File: src/rtl/irq_flag_pkg.sv
package irq_flag_pkg;

    typedef enum logic [1:0] {
        PH_Q1 = 2'd0,
        PH_Q2 = 2'd1,
        PH_Q3 = 2'd2,
        PH_Q4 = 2'd3
    } phase_e;

    typedef enum logic {
        VS_IDLE = 1'b0,
        VS_REQ  = 1'b1
    } vec_state_e;

    localparam int CTL_W    = 8;
    localparam int FLAG_LO  = 0;   // port, external, timer flags
    localparam int EN_LO    = 3;   // matching enables, same order
    localparam int N_SRC    = 3;
    localparam int BIT_PORT = 0;
    localparam int BIT_EXT  = 1;
    localparam int BIT_TMR  = 2;
    localparam int BIT_GIE  = 7;

endpackage

File: src/rtl/irq_sync.sv
module irq_sync #(
    parameter int W      = 1,
    parameter int STAGES = 2
) (
    input  logic         clk,
    input  logic         rst_n,
    input  logic [W-1:0] d,
    output logic [W-1:0] q
);
    logic [W-1:0] stg [STAGES];

    always_ff @(posedge clk or negedge rst_n) begin
        if (!rst_n) begin
            for (int i = 0; i < STAGES; i++) stg[i] <= '0;
        end else begin
            stg[0] <= d;
            for (int i = 1; i < STAGES; i++) stg[i] <= stg[i-1];
        end
    end

    assign q = stg[STAGES-1];
endmodule

File: src/rtl/irq_src_detect.sv
module irq_src_detect
    import irq_flag_pkg::*;
#(
    parameter int PORT_W = 4,
    parameter int TMR_W  = 8
) (
    input  logic              clk,
    input  logic              rst_n,
    input  phase_e            phase,
    input  logic              edge_rising,
    input  logic              ext_s,
    input  logic [PORT_W-1:0] port_s,
    input  logic              port_rd,
    input  logic [TMR_W-1:0]  tmr_count,
    output logic              set_ext,
    output logic              set_port,
    output logic              set_tmr
);
    logic              ext_prev;
    logic              ext_hold;
    logic [PORT_W-1:0] port_latch;
    logic [TMR_W-1:0]  tmr_prev;

    logic edge_hit;
    logic ext_window;
    logic read_now;

    always_comb begin
        edge_hit   = edge_rising ? (ext_s & ~ext_prev) : (~ext_s & ext_prev);
        ext_window = (phase == PH_Q4) || (phase == PH_Q1);
        read_now   = port_rd && (phase == PH_Q2);
        set_ext    = (edge_hit || ext_hold) && ext_window;
        set_port   = (port_s != port_latch) && !read_now;
        set_tmr    = (&tmr_prev) && (tmr_count == '0);
    end

    always_ff @(posedge clk or negedge rst_n) begin
        if (!rst_n) begin
            ext_prev   <= 1'b0;
            ext_hold   <= 1'b0;
            port_latch <= '0;
            tmr_prev   <= '0;
        end else begin
            ext_prev <= ext_s;
            ext_hold <= (edge_hit || ext_hold) && !ext_window;
            tmr_prev <= tmr_count;
            if (read_now) port_latch <= port_s;
        end
    end
endmodule

File: src/rtl/irq_vec_fsm.sv
module irq_vec_fsm
    import irq_flag_pkg::*;
(
    input  logic   clk,
    input  logic   rst_n,
    input  logic   gie,
    input  logic   any_pend,
    input  logic   vec_ack,
    output phase_e phase,
    output logic   vec_req,
    output logic   take
);
    phase_e     ph_q, ph_n;
    vec_state_e vs_q, vs_n;

    always_ff @(posedge clk or negedge rst_n) begin
        if (!rst_n) begin
            ph_q <= PH_Q1;
            vs_q <= VS_IDLE;
        end else begin
            ph_q <= ph_n;
            vs_q <= vs_n;
        end
    end

    always_comb begin
        unique case (ph_q)
            PH_Q1: ph_n = PH_Q2;
            PH_Q2: ph_n = PH_Q3;
            PH_Q3: ph_n = PH_Q4;
            PH_Q4: ph_n = PH_Q1;
        endcase

        vs_n = vs_q;
        unique case (vs_q)
            VS_IDLE: if (ph_q == PH_Q1 && gie && any_pend) vs_n = VS_REQ;
            VS_REQ: begin
                if (vec_ack)                                   vs_n = VS_IDLE;
                else if (ph_q == PH_Q1 && !(gie && any_pend))  vs_n = VS_IDLE;
            end
        endcase
    end

    always_comb begin
        phase   = ph_q;
        vec_req = (vs_q == VS_REQ);
        take    = (vs_q == VS_REQ) && vec_ack;
    end
endmodule

File: src/rtl/irq_flag_ctl.sv
module irq_flag_ctl
    import irq_flag_pkg::*;
#(
    parameter int PORT_W      = 4,
    parameter int TMR_W       = 8,
    parameter int SYNC_STAGES = 2
) (
    input  logic              clk,
    input  logic              rst_n,
    input  logic              ext_pin,
    input  logic              edge_rising,
    input  logic [PORT_W-1:0] port_pins,
    input  logic              port_rd,
    input  logic [TMR_W-1:0]  tmr_count,
    input  logic              reg_wr,
    input  logic [7:0]        reg_wdata,
    output logic [7:0]        reg_rdata,
    input  logic              vec_ack,
    input  logic              retfie,
    output logic              vec_req,
    output logic              wake,
    output logic [1:0]        q_phase
);
    logic [CTL_W-1:0]  ctl_q, ctl_n;
    logic              ext_s;
    logic [PORT_W-1:0] port_s;
    logic              set_ext, set_port, set_tmr;
    logic              any_pend, take;
    phase_e            phase;

    irq_sync #(.W(1), .STAGES(SYNC_STAGES)) u_sync_ext (
        .clk(clk), .rst_n(rst_n), .d(ext_pin), .q(ext_s)
    );

    irq_sync #(.W(PORT_W), .STAGES(SYNC_STAGES)) u_sync_port (
        .clk(clk), .rst_n(rst_n), .d(port_pins), .q(port_s)
    );

    irq_src_detect #(.PORT_W(PORT_W), .TMR_W(TMR_W)) u_detect (
        .clk(clk), .rst_n(rst_n), .phase(phase),
        .edge_rising(edge_rising), .ext_s(ext_s),
        .port_s(port_s), .port_rd(port_rd), .tmr_count(tmr_count),
        .set_ext(set_ext), .set_port(set_port), .set_tmr(set_tmr)
    );

    irq_vec_fsm u_vec (
        .clk(clk), .rst_n(rst_n), .gie(ctl_q[BIT_GIE]),
        .any_pend(any_pend), .vec_ack(vec_ack),
        .phase(phase), .vec_req(vec_req), .take(take)
    );

    assign any_pend = |(ctl_q[FLAG_LO +: N_SRC] & ctl_q[EN_LO +: N_SRC]);

    always_comb begin
        ctl_n = ctl_q;
        if (reg_wr)   ctl_n = reg_wdata;
        if (set_port) ctl_n[BIT_PORT] = 1'b1;
        if (set_ext)  ctl_n[BIT_EXT]  = 1'b1;
        if (set_tmr)  ctl_n[BIT_TMR]  = 1'b1;
        if (take)     ctl_n[BIT_GIE]  = 1'b0;
        if (retfie)   ctl_n[BIT_GIE]  = 1'b1;
    end

    always_ff @(posedge clk or negedge rst_n) begin
        if (!rst_n) ctl_q <= '0;
        else        ctl_q <= ctl_n;
    end

    assign reg_rdata = ctl_q;
    assign wake      = any_pend;
    assign q_phase   = phase;
endmodule

File: config.mk
export PLATFORM = sky130hd
export DESIGN_NAME = irq_flag_ctl
export DESIGN_NICKNAME = d
export VERILOG_FILES = /design/src/rtl/irq_flag_pkg.sv /design/src/rtl/irq_sync.sv /design/src/rtl/irq_src_detect.sv /design/src/rtl/irq_vec_fsm.sv /design/src/rtl/irq_flag_ctl.sv
export SDC_FILE = /design/constraint.sdc
export NUM_CORES = 1
export LEC_CHECK = 0
export ABC_AREA = 1
export ABC_CLOCK_PERIOD_IN_PS = 900
export BUFFER_PORTS_ARGS = -buffer_cell sky130_fd_sc_hd__buf_2
export CAP_MARGIN = 15
export CORE_ASPECT_RATIO = 1.75
export CORE_MARGIN = 1
export CORE_UTILIZATION = 30
export DETAILED_ROUTE_END_ITERATION = 10
export HOLD_SLACK_MARGIN = 0.1
export PLACE_DENSITY = 0.53
export SLEW_MARGIN = 10
export SYNTH_ARGS = -nofsm -noshare
export SYNTH_HDL_FRONTEND = slang
export SYNTH_SLANG_ARGS = --single-unit
File: constraint.sdc
create_clock -name clk -period 0.9 [get_ports clk]
set_input_delay 0.09 -clock clk [delete_from_list [all_inputs] [get_ports clk]]
set_output_delay 0.09 -clock clk [all_outputs]
set_load 0.01 [all_outputs]
; Yosys cells after proc, flatten, opt, wreduce, memory -nomap -nowiden
; Cells that the tools add are included.
[classes]
addsub = 0
n_mul = 0
div = 0
order_cmp = 0
n_eq_ne = 4
shifts = 0
mux = 12
bitwise_logic = 6
n_reduce_logical = 23
[ops]
columns = operator, count
row1 = 1-bit logical AND, 10
row2 = 1-bit 2-to-1 mux, 9
row3 = 8-bit zero test, 1
row4 = 8-bit 2-to-1 mux, 1
row5 = 2-bit one-hot mux with 4 select lines, 1
row6 = 8-bit AND reduction, 1
row7 = 2-bit nonzero test, 3
row8 = "2-bit equality test, second input constant", 2
row9 = 4-bit != test, 1
row10 = 3-bit bitwise AND, 1
row11 = 1-bit zero test, 3
row12 = 1-bit inverter, 3
row13 = 3-bit nonzero test, 1
row14 = 3-bit OR reduction, 1
row15 = 1-bit bitwise AND, 2
row16 = "2-bit by 1-bit equality test with 1-bit output, second input constant", 1
row17 = 2-bit zero test, 1
row18 = 1-bit logical OR, 2
row19 = 1-bit one-hot mux with 2 select lines, 1
[totals]
register_bits = 35
latchBits = 0
mem_bits_rw = 0
mem_bits_ro = 0
input_bits = 28
out_inout_bits = 12
n_memories = 0

; Depth between registers and ports, before layout
; Gate-level depths: netlist of run 1.
[logic_depth]
ltp_word = 8
mapped_depth = 7
depth_no_buf = 7

; By module
; Synthesis of run 1 repeated with hierarchy kept, for this count alone.
[hier_totals]
hier_cells = 143
hier_area_um2 = 1387.6
[by_module_without_submodules]
columns = module, n_inst, cells_each, area_per_inst_um2, seq_area_each_um2
row1 = irq_src_detect, 1, 72, 601.8, 350.3
row2 = irq_flag_ctl, 1, 43, 362.8, 200.2
row3 = irq_sync (u_sync_port), 1, 12, 230.2, 200.2
row4 = irq_vec_fsm, 1, 14, 142.6, 75.1
row5 = irq_sync (u_sync_ext), 1, 2, 50.0, 50.0

; Worst setup path after synthesis of run 1
; No wires, ideal clock.
[synth_timing]
path_type = flip-flop to flip-flop
start = register u_vec.ph_q[0], in the netlist u_vec.phase[0]
end = register u_vec.ph_q[0], in the netlist u_vec.phase[0]
setup_time_ns = 0.124
arrival_time_ns = 0.878
setup_slack_ns = -0.102
stages_incl_launch_ff = 4
path_buffers = 0
synth_period_minus_slack_ns = 1.002
cell_sequence = dfrtp_1 inv_1 ha_1 or2_1
[synth_between]
elab_chain_cells = 2
word_cells_on_any_way = 5
cone_classes = eq/ne: 3 / mux: 1 / reduce/logical: 1
[synth_rtl]
columns = item, line_no
row1 = "start, declared", irq_vec_fsm.sv:13  ; phase_e ph_q, ph_n;
row2 = "start signal, assigned", irq_vec_fsm.sv:21  ; ph_q <= ph_n;
row3 = 2-bit equality test (tied with other cells), irq_vec_fsm.sv:27  ; unique case (ph_q)
row4 = 2-bit one-hot mux with 4 select lines *, irq_vec_fsm.sv:27
row5 = net u_vec.ph_n[0], irq_vec_fsm.sv:13
; Mark *: on every way through the listed nets, which the timed path passes. The rest lies on a longest branch.
; A chain may end at the register's enable or synchronous reset.

; Worst setup path in the final report of run 1
[layout_timing]
start = register ctl_q[1], in the netlist reg_rdata[1]
end = output wake
[layout_between]
elab_chain_cells = 2
[layout_rtl]
columns = item, line_no
row1 = "start, declared", irq_flag_ctl.sv:24  ; logic [CTL_W-1:0] ctl_q, ctl_n;
row2 = "start signal, assigned", irq_flag_ctl.sv:66  ; else ctl_q <= ctl_n;
row3 = 3-bit bitwise AND, irq_flag_ctl.sv:52  ; assign any_pend = |(ctl_q[FLAG_LO +: N_SRC] & ctl_q[EN_LO +: N_SRC]);
row4 = 3-bit OR reduction, irq_flag_ctl.sv:52
row5 = "end, declared", irq_flag_ctl.sv:21  ; output logic wake,
; No other way between the ends.

==> key figures, run 1 <==
Run status
  • Status: finished with violations
  • Failing checks: setup timing

Routing
  • DRT iter0 DRCs: 9
  • Drt first pass iters: 4
  • DR DRC count: 0
  • Post-route antenna net violation count: 0
  • Vias: 1123
  • WL final: 3.10 mm
  • Via density: 4.34
  • WL per Instance: roughly 12 um

Yosys
  • Yosys cell types: 18
  • Synth Cell Area: ~1300 um^2
  • Net Count, Synth: 159
  • Flip-flop and latch count after synthesis: 35
  • Area contributors post-synth: dfrtp_1 (67%), nand2_1 (12%), inv_1 (3.7%), nor2_1 (3.5%), ha_1 (2.9%)
  • Top cell type by total area after synthesis: dfrtp_1
  • Syn_area_per_cell: about 10 um^2
  • Synth top area share: about two thirds
  • Ys Warns: 0
  • Cell count after synthesis: 128
  • Sequential share of the synthesized area: roughly two thirds

Critical path
  • CP Capture Type: output port
  • R2R setup slack: -160 ps
  • Setup crit start: reg_rdata[1]$_DFFE_PN0P_
  • Slowest CP cell: dfrtp_1
  • Crit-path max FO: 2
  • Worst endpoint data arrival time: 1010 ps
  • Critical R2R Capture: u_vec.vec_req$_DFF_PN0_
  • CP cell instances: nand2_1 > nand3_2 > buf_6
  • Number of cells on the worst reg-to-reg path: 6
  • Req. time, crit path: 810 ps
  • Reg2reg start: reg_rdata[1]$_DFFE_PN0P_
  • Worst setup SP type: flop
  • Worst path max stage delay: about 400 ps
  • Critical path type: reg -> out

Power
  • PD cells: 1740 nW/um^2
  • Leakage: 1.11 nW
  • Total Power: roughly 0.0038 W
  • Peak supply drop: between 1 and 1.5 mV

Timing
  • Setup TNS: -1760 ps
  • Fin. Hold Viols: 0
  • Max-slew violation count: 0
  • Final WS setup: -197 ps
  • Period minus WS final: 1100 ps
  • Fmax: a little over 900 MHz
  • Finish-stage setup viols: 19
  • Final Cycle Share: 122%
  • Worst hold slack: 141 ps
  • Slew HR: between 80% and 90%
  • Final Skew: 2.09 ps
  • RSZ-0062 raised after global routing: yes
  • Least-Margin Pin Slew: 269 ps

Floorplan
  • Number of top-level pins: 40
  • Die Width: 51.8 um
  • Core area: 4150 um^2
  • Die H: 89.2 um
  • Initial Util: 31.4%
  • Die area: 4620 um^2
  • Cell Rows: 31

Clock network
  • Clock latency on the worst-skew pair: between 200 and 300 ps
  • CTS Buf Count: 5
  • CTS max path bufs: 2
  • CTS root buffer: clkbuf_8
  • CTS tree: built
  • H-tree Lvls: 2
  • Clock slew at reported path FFs: 70 ps
  • CTS sink cnt: 35

Placement
  • Gpl congestion: 0.727
  • DP Worst Slack: -92.4 ps
  • I/O Buffers: 39
  • Dpl hpwl: 2.00 mm

Hold path
  • WHS Endpoint: u_detect.port_latch[3]$_DFFE_PN0P_
  • Hold Crit Class: in -> reg
  • Hold_sp: port_rd
  • Hold path cells: 3

GRT
  • Pin count of the biggest net entering global routing: 27
  • GR Util All Layers: 15.2%
  • First-pass GRT wire length: between 5 and 6 mm
  • Grt total ovfl: 0
  • Number of antenna violations at the first check in global routing: 0
  • Vias in the first global route: 1155

Layout
  • Area Overhead vs Synth: 67.0%
  • Fin nets: 240
  • Antenna diodes: 0
  • Layout cell share with drive strength beyond 1: 40.0%

Run
  • Max-cap violation count: 0
==> worst max-delay path by stage <==
stage,endpoint,slack (ps),cells past startpoint
6_report,wake,-200,3
5_1_grt,wake,-250,3
4_1_cts,wake,-190,3
3_5_place_dp,u_detect.port_latch[0]$_DFFE_PN0P_,-90,5
3_3_place_gp,reg_rdata[1]$_DFFE_PN0P_,-40,5
2_1_floorplan,reg_rdata[1]$_DFFE_PN0P_,-80,5
==> per-stage QoR <==
step                instance area (um^2)  util [%]  std cells
CTS                                 2110      50.8        257
finish                              2180      52.5        259
global placement                    1600      38.6        216
global route                        2180      52.5        259
detailed placement                  1600      38.6        216
floorplan                           1340         -        128
==> synthesized netlist by cell type, drive strengths merged <==
library cell / instances
nand2: 44
dfrtp: 35
inv: 15
nor2: 12
o21ai: 7
ha: 3
buf: 2
mux2i: 2
nand3: 2
nand4: 2
a21oi: 1
nand3b: 1
o21bai: 1
or2: 1
==> cell usage in the layout, fill, tap and decap left out, drive strengths merged <==
cell           n
a21oi          1
buf           50
bufinv         1
clkbuf         6
clkinv         1
dfrtp         35
dlygate4sd3   24
dlymetal6s4s   1
ha             3
inv           15
mux2i          2
nand2         45
nand3          2
nand3b         1
nand4          2
nor2          12
o21ai          7
o21bai         1
or2            1
==> state kept, by name, summed over array words and instances (netlist names) <==
register and count:
reg_rdata 8, u_detect.tmr_prev 8, u_detect.port_latch 4, u_sync_port.q 4, u_sync_port.stg 4, u_vec.phase 2, u_detect.ext_hold 1, u_detect.ext_prev 1
u_sync_ext.q 1, u_sync_ext.stg 1, u_vec.vec_req 1
==> report_power, final <==
part	internal (W)	leakage, nW	switching [W]
clock network	0.000896	0.0612	0.000547
registers	0.00167	0.409	0.0000580
logic	0.000338	0.638	0.000271
==> timing repair <==
| item | 4_1_cts | 5_1_grt |
|---|---|---|
| pin swaps | 8 | 9 |
| hold buffers | 24 | 1 |
| resized for setup | 18 | 16 |
| cloned | 1 | 0 |
| setup buffers | 8 | 3 |
| hold endpoints to repair | 57 | 1 |
| endpoints found under the setup margin | 20 | 24 |
==> metal layers <==
metal  share of wire [%]  global-route usage (%)  vias up  wire (um)
met1                  36                    15.7      520       1130
met4                 2.3                    8.60        0         71
li1                    -                       -      556          -
met5                   0                       0        -          0
met2                  56                    27.4       39       1750
met3                 4.9                    3.57        8        151
==> cell type report <==
class | count | area (um^2)
Fill cell | 374 | 1970
Multi-Input combinational cell | 77 | 447
Clock inverter | 2 | 35.0
Timing Repair Buffer | 75 | 616
Tap cell | 49 | 61.3
Inverter | 15 | 58.8
Clock buffer | 6 | 82.6
Sequential cell | 35 | 877
==> cells by family (layout without fill, tap and decap cells) <==
| family | Yosys count | after routing | share of synthesized area [%] |
|---|---|---|---|
| muxes | 2 | 2 | 1.54 |
| DFF | 35 | 35 | 67.2 |
| buffers and inverters | 17 | 98 | 5.66 |
| and+or+nand+nor | 62 | 63 | 19.1 |
| AOI/OAI and AO/OA | 9 | 9 | 3.65 |
| adders and majority gates | 3 | 3 | 2.88 |
==> worst max-delay path, delay by kind of cell, from the launching register on <==
kind                   cells  cell delay [ps]
DFF                        1              400
buffers and inverters      1              130
and+or+nand+nor            2              200
No activity file was read; power rests on OpenSTA's default activity.
==> run 2, diff against run 1 <==
Settings changed: CELL_PAD_IN_SITES_DETAIL_PLACEMENT from default to 0, CELL_PAD_IN_SITES_GLOBAL_PLACEMENT from default to 1, PLACE_DENSITY 0.53 to 0.67.
==> key figures, run 2 (synthesis gave the netlist of run 1 again) <==
Routing
  • DRT iter0 DRCs: 7
  • WL final: 2.69 mm
  • DR DRC count: 0
  • Post-route antenna net violation count: 0
  • Via density: ~4.3
  • Highest metal used: met4
  • Vias: 1080
  • WL per Instance: 10.7 um
  • Drt first pass iters: 4
  • Detail Route met2 WL: 1.48 mm
  • WL met1: slightly above 1 mm
  • Met3 WL post-DR: 110 um

Critical path
  • R2R setup slack: -100 ps
  • Critical R2R Capture: u_detect.port_latch[2]$_DFFE_PN0P_
  • Setup crit start: reg_rdata[5]$_DFFE_PN0P_
  • Crit-path max FO: 2
  • Critical path type: reg -> out
  • Reg2reg start: u_vec.phase[1]$_DFF_PN0_
  • CP Capture Type: output port
  • Req. time, crit path: just over 800 ps
  • Worst endpoint data arrival time: 990 ps
  • Worst setup SP type: flop
  • Number of cells on the worst reg-to-reg path: 5
  • Worst Setup EP: wake

Layout
  • Most frequent cells in the layout: nand2_1 (36), dfrtp_1 (34), buf_2 (30)
  • Layout cell share with drive strength beyond 1: 38.9%
  • Commonest non-fill, non-tap cell in the layout: nand2_1
  • Antenna diodes: 0
  • Area Overhead vs Synth: 61.0%
  • Fin nets: 233

Floorplan
  • Core area: 4150 um^2
  • Die area: 4620 um^2
  • Die Width: 51.8 um
  • Number of top-level pins: 40
  • Die H: slightly below 90 um
  • Initial Util: 31.4%
  • Cell Rows: 31

Clock network
  • CTS tree: built
  • CTS max path bufs: 2
  • Clock latency on the worst-skew pair: 280 ps
  • H-tree Lvls: 2
  • CTS sink cnt: 35
  • Clock slew at reported path FFs: about 70 ps
  • CTS Buf Count: 5
  • CTS root buffer: clkbuf_8

Placement
  • Dpl hpwl: 1.74 mm
  • Gpl congestion: 0.745
  • DP Worst Slack: -83.3 ps
  • I/O Buffers: 39

Power
  • PD cells: 1780 nW/um^2
  • Leakage: 1.06 nW
  • Peak supply drop: 1.30 mV

Timing
  • RSZ-0062 raised after global routing: yes
  • Fmax: 925 MHz
  • Slew HR: 84.6%
  • Fin. Hold Viols: 0
  • Worst hold slack: 90.8 ps
  • Final WS setup: -181 ps
  • Final Skew: approximately 3.7 ps
  • Final Cycle Share: 120%
  • Period minus WS final: 1080 ps
  • Finish-stage setup viols: 20
  • Least-Margin Pin Slew: 231 ps
  • Max-slew violation count: 0

Hold path
  • Hold Crit Class: in -> reg

GRT
  • Vias in the first global route: 1083
  • Grt total ovfl: 0
  • Pin count of the biggest net entering global routing: 36
  • GR Util All Layers: 13.0%
  • Number of antenna violations at the first check in global routing: 0
  • First-pass GRT wire length: 4.33 mm

Run status
  • Failing checks: setup timing
  • Status: finished with violations

Run
  • Max-cap violation count: 0
[run 2: cell type report]
type,count,area (um^2)
clock inverter,2,35.0
clock buffer,6,82.6
multi-input combinational,77,445
inverter,15,58.8
fill,392,2050
sequential,35,877
tap,49,61.3
timing repair buffer,68,539
[run 2: worst min path at each step]
stage            startpoint                             end  slack (ps)  depth (start not counted)
4_1_cts        reg_wdata[7]        reg_rdata[7]$_DFFE_PN0P_         100                          3
5_1_grt        reg_wdata[7]        reg_rdata[7]$_DFFE_PN0P_         100                          3
2_1_floorplan         rst_n        reg_rdata[0]$_DFFE_PN0P_        -210                          0
3_5_place_dp          rst_n  u_detect.tmr_prev[7]$_DFF_PN0_          60                          2
3_3_place_gp          rst_n  u_detect.tmr_prev[7]$_DFF_PN0_          60                          2
6_report       reg_wdata[7]        reg_rdata[7]$_DFFE_PN0P_          90                          3
[run 2: what timing repair did]
item,in CTS,in global routing
hold buffers,23,0
setup buffers,7,1
cloned,1,0
setup endpoints to repair,21,23
gates resized for setup,11,17
pin swaps,3,9
endpoints found under the hold margin,57,0
[run 2: metal layers]
| layer | global-route usage (%) | up-vias |
|---|---|---|
| li1 | - | 535 |
| met1 | 12.8 | 512 |
| met2 | 23.3 | 26 |
| met3 | 4.08 | 7 |
| met4 | 7.37 | 0 |
| met5 | 0 | - |
[run 2: stage by stage]
step | setup TNS, ps | utilization, % | total power [W] | area, um^2 | instances
5_1_grt | -2240 | 50.6 | 0.00394 | 2100 | 252
3_5_place_dp | -469 | 38.5 | 0.00210 | 1600 | 215
3_3_place_gp | -180 | 38.5 | 0.00209 | 1600 | 215
2_1_floorplan | -368 | - | 0.00192 | 1340 | 128
6_report | -1440 | 50.6 | 0.00374 | 2100 | 252
4_1_cts | -1490 | 49.5 | 0.00373 | 2060 | 254
[run 2: worst max-delay path: stages (launching register included)]
cell and delay [ps]:
dfrtp_1 410, nand2_2 80, nand3_2 90, buf_6 130
[run 2: power breakdown]
group          leakage [nW]  internal, W  switching [W]
clock                0.0612     0.000896       0.000545
combinational         0.591     0.000318       0.000255
sequential            0.409      0.00167      0.0000561
==> run 3, diff against run 2 <==
Settings changed: ABC_AREA 1 to default, PLACE_DENSITY 0.67 to 0.64.
==> key figures, run 3 <==
Critical path
  • CP Capture Type: output port
  • Reg2reg start: reg_rdata[3]$_DFFE_PN0P_
  • Crit-path max FO: 2
  • CP cell instances: a222oi_1 > inv_1 > buf_2
  • Worst endpoint data arrival time: 1340 ps
  • Number of cells on the worst reg-to-reg path: 4
  • Worst setup SP type: flop
  • Critical R2R Capture: u_vec.vec_req$_DFF_PN0_
  • Req. time, crit path: 810 ps
  • Critical path type: reg -> out
  • R2R setup slack: -370 ps
  • Worst path max stage delay: 450 ps
  • Slowest CP cell: a222oi_1

GRT
  • M2 GR Usage: between 20% and 30%
  • Most used routing layer in global routing: met2
  • Met3 Usage GRT: between 4 and 5%
  • First-pass GRT wire length: 4.45 mm
  • Vias in the first global route: between 1000 and 1500
  • GR Util All Layers: 14.1%
  • Grt total ovfl: 0
  • Pin count of the biggest net entering global routing: 36
  • Number of antenna violations at the first check in global routing: 0
  • GRT met1 Usage: about 13%

Yosys
  • Sequential share of the synthesized area: between 60 and 70%
  • Top cell type by total area after synthesis: dfrtp_1
  • Ys flop type: dfrtp_1
  • Top post-synthesis cells by count: dfrtp_1 (35), mux2_2 (8), nand2_1 (4), xor2_1 (4)
  • Flip-flop and latch count after synthesis: 35
  • Net Count, Synth: around 110
  • Synth top area share: 69.9%
  • Number of synthesized flops with an enable pin: 0
  • Area contributors post-synth: dfrtp_1 (70%), mux2_2 (7.2%), ha_1 (3.0%), xor2_1 (2.8%), mux2i_1 (2.4%)
  • Cell count after synthesis: 80
  • Async SR Flop Fraction: 100%
  • Syn_area_per_cell: 15.7 um^2
  • Yosys cell types: 23
  • Synth Cell Area: 1250 um^2
  • Top-count cell post-synth: dfrtp_1
  • Ys Warns: 0

Timing
  • Period minus WS final: 1430 ps
  • Final WS setup: -531 ps
  • Finish-stage setup viols: 22
  • Fin. Hold Viols: 0
  • Least-Margin Pin Slew: 419 ps
  • Fmax: 699 MHz
  • Slew HR: 72.0%
  • RSZ-0062 raised after global routing: yes
  • Final Cycle Share: 159%
  • Max-slew violation count: 0
  • Final Skew: between 4 and 5 ps

Power
  • Leakage: 1.02 nW
  • Total Power: 0.00345 W
  • Peak supply drop: 1.34 mV
  • PD cells: 1580 nW/um^2

Routing
  • Via density: 4.45
  • DR DRC count: 0
  • Drt first pass iters: 4
  • Vias: 947
  • Post-route antenna net violation count: 0
  • DRT iter0 DRCs: 10
  • WL final: 2.68 mm
  • WL per Instance: 12.6 um

Clock network
  • CTS tree: built
  • Clock slew at reported path FFs: 60 ps
  • CTS sink cnt: 35
  • H-tree Lvls: 2
  • CTS max path bufs: 2
  • CTS root buffer: clkbuf_8
  • CTS Buf Count: 5
  • Clock latency on the worst-skew pair: approximately 280 ps

Placement
  • Dpl hpwl: 1.82 mm
  • I/O Buffers: 39
  • Total placed instance area: 1620 um^2
  • Gpl congestion: 0.683
  • DP Worst Slack: -248 ps

Layout
  • Antenna diodes: 0
  • Layout cell share with drive strength beyond 1: 52.7%
  • Area Overhead vs Synth: 74.2%
  • Layout Utilization: 55.4%
  • Area of the multi-input gates: 458 um^2
  • Final Cell Area: around 2200 um^2
  • Fin nets: 196
  • Sequential cell area: 877 um^2
  • Most frequent cells in the layout: dfrtp_1 (34), buf_2 (30), dlygate4sd3_1 (23)
  • Final-layout fill cell count: ~350
  • Commonest non-fill, non-tap cell in the layout: dfrtp_1

Run
  • Max-cap violation count: 0

Hold path
  • Hold_sp: tmr_count[7]
  • Hold path cells: 4
  • WHS Endpoint: reg_rdata[2]$_DFFE_PN0P_
  • Hold Crit Class: in -> reg

Floorplan
  • Cell Rows: 30
  • Number of top-level pins: 40
  • Die area: 4450 um^2
  • Initial Util: around a third
  • Die H: slightly below 90 um
  • Core area: 3940 um^2
  • Die Width: between 50 and 60 um

Run status
  • Failing checks: setup timing
  • Status: finished with violations
==> run 3: cell count changes after synthesis, sizes merged, moves of 2 or more <==
cell / change
nor2b: +2
nand2: -40
o21ai: -5
nand3: -2
nor4: +2
nor2: -11
inv: -12
mux2: +9
xor2: +4
==> run 3: timing repair <==
action	4_1_cts	5_1_grt
hold endpoints to repair	57	5
hold buffers	23	5
endpoints found under the setup margin	21	26
resized for setup	26	13
buffers inserted	6	4
pin swaps	3	12
==> run 3: per-stage QoR <==
step	instances	setup TNS [ps]	hold slack (ps)
after floorplan	80	-1740	-206
after global placement	175	-1920	57.5
after detailed placement	175	-2130	63.8
after CTS	210	-3990	95.2
after global routing	213	-4700	116
final	213	-3840	105
==> run 3: layout make-up <==
class                           instances  area share, %
Sequential cell                        35           40.2
Timing Repair Buffer                   80           31.3
Multi-Input combinational cell         40           21.0
Clock buffer                            6           3.78
Tap cell                               48           2.75
Inverter                                3          0.745
Clock inverter                          1          0.229
==> run 3: how the worst max path moves through the flow <==
stage,end,depth (start not counted),start
after detailed placement,u_vec.vec_req$_DFF_PN0_,3,reg_rdata[3]$_DFFE_PN0P_
after global placement,u_vec.vec_req$_DFF_PN0_,3,reg_rdata[0]$_DFFE_PN0P_
final,wake,3,reg_rdata[3]$_DFFE_PN0P_
after CTS,wake,3,reg_rdata[3]$_DFFE_PN0P_
after global routing,wake,3,reg_rdata[3]$_DFFE_PN0P_
after floorplan,u_detect.port_latch[0]$_DFFE_PN0P_,4,u_vec.phase[1]$_DFF_PN0_
==> run 3: metal layers <==
layer / vias up / wire length [um] / part of all wire [%]
li1: 445 / - / -
met1: 464 / 930 / 35
met2: 33 / 1560 / 58
met3: 5 / 131 / 4.9
met4: 0 / 55 / 2.1
met5: - / 0 / 0
==> run 3: worst max-delay path, delay by kind of cell, from the launching register on <==
| family | cells | cell delay, ps |
|---|---|---|
| compound gates | 1 | 450 |
| buf+inv | 2 | 230 |
| flops | 1 | 380 |
==> run 3: cells by family after synthesis <==
logic type	share of synthesized area, %
AO/OA/AOI/OAI	4.60
XOR/XNOR	2.80
adder cells (fa/ha/maj)	3.00
buffers and inverters	2.40
flip-flops	69.9
multiplexers	10.8
AND/OR/NAND/NOR	6.49
==> run 3: report_power, final <==
| part | total, W | internal [W] | switching, W |
|---|---|---|---|
| combinational | 0.000604 | 0.000385 | 0.000219 |
| clock | 0.00110 | 0.000599 | 0.000499 |
| sequential | 0.00175 | 0.00168 | 0.0000643 |
| total | 0.00345 | 0.00267 | 0.000783 |
